[src/rtl/rfsh_pkg.sv]
// Package: shared defaults and the backlog update code for the refresh
// request generator. Assumes nothing beyond being compiled first.
package rfsh_pkg;
    localparam int DEF_DIV_RATIO   = 64;
    localparam int DEF_BACKLOG_MAX = 128;
    localparam int DEF_ROW_W       = 10;

    // How the backlog count moves on one clock edge.
    typedef enum logic [1:0] {
        BL_HOLD = 2'd0,
        BL_INC  = 2'd1,
        BL_DEC  = 2'd2
    } bl_op_e;
endpackage

[src/rtl/rfsh_divider.sv]
// Module: divides the synchronized refresh tick by DIV_RATIO.
// Emits a one-cycle request on the tick that completes a period.
// Assumes the tick is high for one system clock per timebase period.
module rfsh_divider #(
    parameter int DIV_RATIO = rfsh_pkg::DEF_DIV_RATIO
) (
    input  logic clk,
    input  logic rst_n,
    input  logic tick,
    output logic req
);
    localparam int PW = (DIV_RATIO > 1) ? $clog2(DIV_RATIO) : 1;
    localparam logic [PW-1:0] LAST = PW'(DIV_RATIO - 1);

    logic [PW-1:0] phase;
    logic          at_last;

    // Flag the final tick position of a period.
    always_comb begin
        at_last = (phase == LAST);
        req     = tick && at_last;
    end

    // Advance the phase only on ticks, wrapping at the end of a period.
    always_ff @(posedge clk) begin
        if (!rst_n) begin
            phase <= '0;
        end else if (tick) begin
            phase <= at_last ? '0 : phase + 1'b1;
        end
    end
endmodule

[src/rtl/rfsh_backlog.sv]
// Module: saturating count of refreshes owed.
// Requests add one, accepted done pulses remove one, and both together hold.
// Assumes done is meaningful only while the count is non-zero.
module rfsh_backlog #(
    parameter int BACKLOG_MAX = rfsh_pkg::DEF_BACKLOG_MAX
) (
    input  logic                               clk,
    input  logic                               rst_n,
    input  logic                               req,
    input  logic                               done,
    output logic [$clog2(BACKLOG_MAX+1)-1:0]   level,
    output logic                               accept,
    output logic                               pend
);
    import rfsh_pkg::*;

    localparam int CW = $clog2(BACKLOG_MAX + 1);
    localparam logic [CW-1:0] CAP = CW'(BACKLOG_MAX);

    bl_op_e op;

    // Decide the count update for this edge.
    always_comb begin
        pend   = (level != '0);
        accept = done && pend;
        if (req && accept)           op = BL_HOLD;
        else if (req && level < CAP) op = BL_INC;
        else if (accept)             op = BL_DEC;
        else                         op = BL_HOLD;
    end

    // Apply the chosen update to the backlog register.
    always_ff @(posedge clk) begin
        if (!rst_n) begin
            level <= '0;
        end else begin
            unique case (op)
                BL_INC:  level <= level + 1'b1;
                BL_DEC:  level <= level - 1'b1;
                default: level <= level;
            endcase
        end
    end
endmodule

[src/rtl/rfsh_row_ctr.sv]
// Module: row address for refresh cycles. It starts at all ones and counts up
// by one per served refresh, wrapping naturally.
// Assumes adv is high for one clock per completed refresh.
module rfsh_row_ctr #(
    parameter int ROW_W = rfsh_pkg::DEF_ROW_W
) (
    input  logic             clk,
    input  logic             rst_n,
    input  logic             adv,
    output logic [ROW_W-1:0] row
);
    // Load all ones at reset, step on each served refresh.
    always_ff @(posedge clk) begin
        if (!rst_n) begin
            row <= '1;
        end else if (adv) begin
            row <= row + 1'b1;
        end
    end
endmodule

[src/rtl/refresh_backlog_gen.sv]
// Module: top of the refresh request generator. It chains the tick divider
// into the backlog counter and steps the row counter on served refreshes.
// Assumes both inputs are single-cycle pulses synchronous to clk.
module refresh_backlog_gen #(
    parameter int DIV_RATIO   = rfsh_pkg::DEF_DIV_RATIO,
    parameter int BACKLOG_MAX = rfsh_pkg::DEF_BACKLOG_MAX,
    parameter int ROW_W       = rfsh_pkg::DEF_ROW_W
) (
    input  logic             clk,
    input  logic             rst_n,
    input  logic             rclk_tick,
    input  logic             rfsh_done,
    output logic             rfsh_pend,
    output logic [ROW_W-1:0] rfsh_row
);
    localparam int CW = $clog2(BACKLOG_MAX + 1);

    logic          div_req;
    logic          bl_accept;
    logic [CW-1:0] bl_level;

    rfsh_divider #(.DIV_RATIO(DIV_RATIO)) u_div (
        .clk   (clk),
        .rst_n (rst_n),
        .tick  (rclk_tick),
        .req   (div_req)
    );

    rfsh_backlog #(.BACKLOG_MAX(BACKLOG_MAX)) u_bl (
        .clk    (clk),
        .rst_n  (rst_n),
        .req    (div_req),
        .done   (rfsh_done),
        .level  (bl_level),
        .accept (bl_accept),
        .pend   (rfsh_pend)
    );

    rfsh_row_ctr #(.ROW_W(ROW_W)) u_row (
        .clk   (clk),
        .rst_n (rst_n),
        .adv   (bl_accept),
        .row   (rfsh_row)
    );
endmodule

[config.mk]
export PLATFORM = sky130hd
export DESIGN_NAME = refresh_backlog_gen
export DESIGN_NICKNAME = d
export VERILOG_FILES = /design/src/rtl/rfsh_pkg.sv /design/src/rtl/rfsh_divider.sv /design/src/rtl/rfsh_backlog.sv /design/src/rtl/rfsh_row_ctr.sv /design/src/rtl/refresh_backlog_gen.sv
export SDC_FILE = /design/constraint.sdc
export NUM_CORES = 1
export LEC_CHECK = 0
export BUFFER_PORTS_ARGS = -buffer_cell sky130_fd_sc_hd__buf_2
export CAP_MARGIN = 20
export CORE_UTILIZATION = 51
export CTS_CLUSTER_DIAMETER = 50
export DETAILED_ROUTE_END_ITERATION = 16
export PLACE_DENSITY = 0.81
export SLEW_MARGIN = 25
export SYNTH_ARGS = -nofsm -noshare
export SYNTH_HDL_FRONTEND = slang
export SYNTH_HIERARCHICAL = 1
export SYNTH_SLANG_ARGS = --single-unit
[constraint.sdc]
create_clock -name clk -period 2.4 [get_ports clk]
set_clock_uncertainty 0.05 [all_clocks]
set_input_delay 0.48 -clock clk [delete_from_list [all_inputs] [get_ports clk]]
set_output_delay 0.48 -clock clk [all_outputs]
set_load 0.02 [all_outputs]
==> results.ini <==
[place]
dp_slack_ps = -300.7
dp.cells = 210
placed_cell_area_um2 = 1613
hpwl_mm = 2.106
gp_congestion = 0.7941
port_buffers = 14

[timing]
clock.fmax_ghz = 0.3816
worst_slew_margin_rel_pct = 68.68
report.final.hold_viol_count = 0
fin_crit_ps = 2621
rsz0062_at_grt = true
whs_ps = 462.1
worstMarginPinSlew_ps = 469.7
setup_viol = 5
tns_ps = -904.3
finalMaxSlewViolations = 0
layout_setup_ws_ps = -220.6
period_share_pct = 109.2

[logic_synthesis]
syn-instance-count = 147
yosysWarningCount = 6
postSynth.asyncResetShare_pct = 0
ys_seq_area_share_pct = 36.57
synth_area_leader_cell = dfxtp_1
synth_cell_types = 40
syn_area_um2 = 1314
ys_ff_latch = 24
synthTopCellsByArea = dfxtp_1 37%, ha_1 8.6%, nand2_1 5.1%, xnor2_1 4.0%, o21ai_0 3.4%
yosysTopAreaCellShare_pct = 36.57
dominantRegCellSynth = dfxtp_1
synthesis.nets = 161
synth_area_per_cell_um2 = 8.937
synth_edf_count = 0

[finish]
layout.cells.non_filler = 222
nNetsFinal = 207
antenna_cells = 0
fill_cells = 185
fin_util_pct = 73.55
layout-drive-gt1-share_pct = 39.58
fin_area_um2 = 1805
syn2layout_area_growth_pct = 37.43

[worst_setup_path]
max_stage_delay_ps = 360
path_cells = nor4_4 > nand2_1 > nand2_2 > nand3b_1 > ha_4 > ha_4 > a21o_1 > a31o_1 > o21a_1 > o311ai_2 > o41ai_1
required_ps = 2570
crit_arrival_ps = 2790
crit_type = reg2reg
end_kind = register
critPathLaunchType = register
crit_path_frequent_cell = ha_4
worstPathMaxFanout = 6
slowest_stage = dfxtp_2
reg2reg_slack_ps = -220

[status]
failed_checks = setup timing
status = finished, violations left

[clock_tree]
ctsHoldBuffers = 0
path_clk_slew_ps = 140
ctsLongestPathBuffers = 2
cts_tree = done
clk_latency_ps = 330
cts-htree-levels = 1
cts_root_buf = clkbuf_4
cts_made_buffers = 3
cts.sinks = 24

[grt]
antenna_found_initial = 0
globalRoute.totalOverflow = 0
grt_pass1_vias = 1153
grt_max_degree = 28
grt_pass1_wl_mm = 5.126
track_usage_pct = 25.36

[power_and_ir_drop]
power-per-cell-area_nw_per_um2 = 405.8
fin_total_pwr_mw = 0.7326
peakVddDrop_mv = 0.5772
leakagePower_nw = 0.7681

[drt]
drc = 0
viasPerCell = 5.698
detail_route.wl_per_cell_um = 14.07
ant_nets = 0
routed_wl_mm = 3.123
drt_pass1_iterations = 4
dr.first_iter.drc_count = 14
vias = 1265

[floorplan]
die_h_um = 52.76
io_pins = 15
rows = 18
start_util_pct = 53.52
core-area_um2 = 2455
dieArea_um2 = 2783
die_x_um = 52.76

[run]
max_cap_viol_count = 0

[hold_path]
hp-class = reg2reg

Yosys cell counts (3+ instances only):
cell	n
a21oi_1	3
nand3_1	7
dfxtp_1	24
o21a_1	4
inv_1	4
nand2_1	18
clkbuf_1	3
ha_1	9
xnor2_1	6
nor2_1	5
and2_1	7
o21ai_0	9
o31ai_1	3
xor2_1	5
nand4_1	5
or3_2	3
what timing repair did:
| item | 4_1_cts | 5_1_grt |
|---|---|---|
| endpoints found under the setup margin | 5 | 7 |
| buffers inserted | 5 | 3 |
| pin swaps | 5 | 10 |
| resized for setup | 16 | 8 |
routing by layer:
layer | up-vias | wire length, µm | global-route usage [%] | part of all wire, %
li1 | 621 | - | - | -
met1 | 616 | 1321 | 29.07 | 42
met2 | 25 | 1681 | 44.94 | 54
met3 | 3 | 104 | 6.957 | 3.3
met4 | 0 | 17 | 7.895 | 0.54
met5 | - | 0 | 0 | 0
layout make-up:
cell class	instances	area, µm²	share of cell area [%]
flip-flops and latches	24	484.2	26.82
multi-input cells	115	913.4	50.59
inverters	4	15.01	0.8316
clock buffers	3	22.52	1.247
well taps	30	37.54	2.079
clock inverters	1	30.03	1.663
repair buffers	45	302.8	16.77
worst max-delay path, delay by kind of cell, from the launching register on:
| family | cells | cell delay [ps] |
|---|---|---|
| AND/OR/NAND/NOR | 4 | 660 |
| adder cells (fa/ha/maj) | 2 | 450 |
| AO/OA/AOI/OAI | 5 | 990 |
| flip-flops | 1 | 360 |
placed cells by master, fill, tap and decap left out, types with 2 or more instances in the layout:
cell / synthesis / final
xor2_1: 5 / 5
or3_2: 3 / 3
xnor2_1: 6 / 6
clkbuf_4: 0 / 3
o21a_1: 4 / 4
nor2_2: 0 / 2
inv_1: 4 / 3
buf_4: 1 / 31
ha_4: 0 / 4
o31ai_1: 3 / 3
nand2_2: 0 / 2
nor3_1: 2 / 2
a21o_1: 2 / 2
or4_1: 2 / 2
nand3_1: 7 / 6
dfxtp_1: 24 / 21
nor2b_1: 2 / 2
nand2b_1: 2 / 2
ha_1: 9 / 4
and2_1: 7 / 7
buf_2: 0 / 14
mux2i_1: 2 / 2
nand2_1: 18 / 16
o21ai_0: 9 / 6
dfxtp_2: 0 / 3
a21oi_2: 1 / 2
o21ai_1: 1 / 4
nor2_1: 5 / 3
nand4_1: 5 / 5
a31oi_1: 2 / 2
report_power, final:
part	leakage (nW)	internal (mW)	total, mW	switching [mW]
Clock	0.0279	0.169	0.298	0.129
Combinational	0.545	0.0137	0.0306	0.0169
Sequential	0.195	0.402	0.404	0.00200
Total	0.768	0.585	0.733	0.147
logic make-up after synthesis:
kind of cell | Yosys count | synth area share, %
AO/OA/AOI/OAI | 30 | 14.95
flip-flops | 24 | 36.57
adder cells (fa/ha/maj) | 10 | 10.10
multiplexers | 2 | 1.524
buffers and inverters | 8 | 2.571
AND/OR/NAND/NOR | 62 | 26.95
XOR/XNOR | 11 | 7.333
registers in the layout, indices dropped and copies added, names as in the netlist:
name,flops
u_bl/level,8
u_div/phase,6
u_row/row,10
worst paths after layout:
check | from | end | depth (start not counted)
max | u_bl/level[3] | u_bl/level[7] | 11
min | u_row/row[9] | u_row/row[9] | 2
max reg2reg | u_bl/level[3] | u_bl/level[7] | 11
min reg2reg | u_row/row[9] | u_row/row[9] | 2
Power figures use the tool's default switching activity.
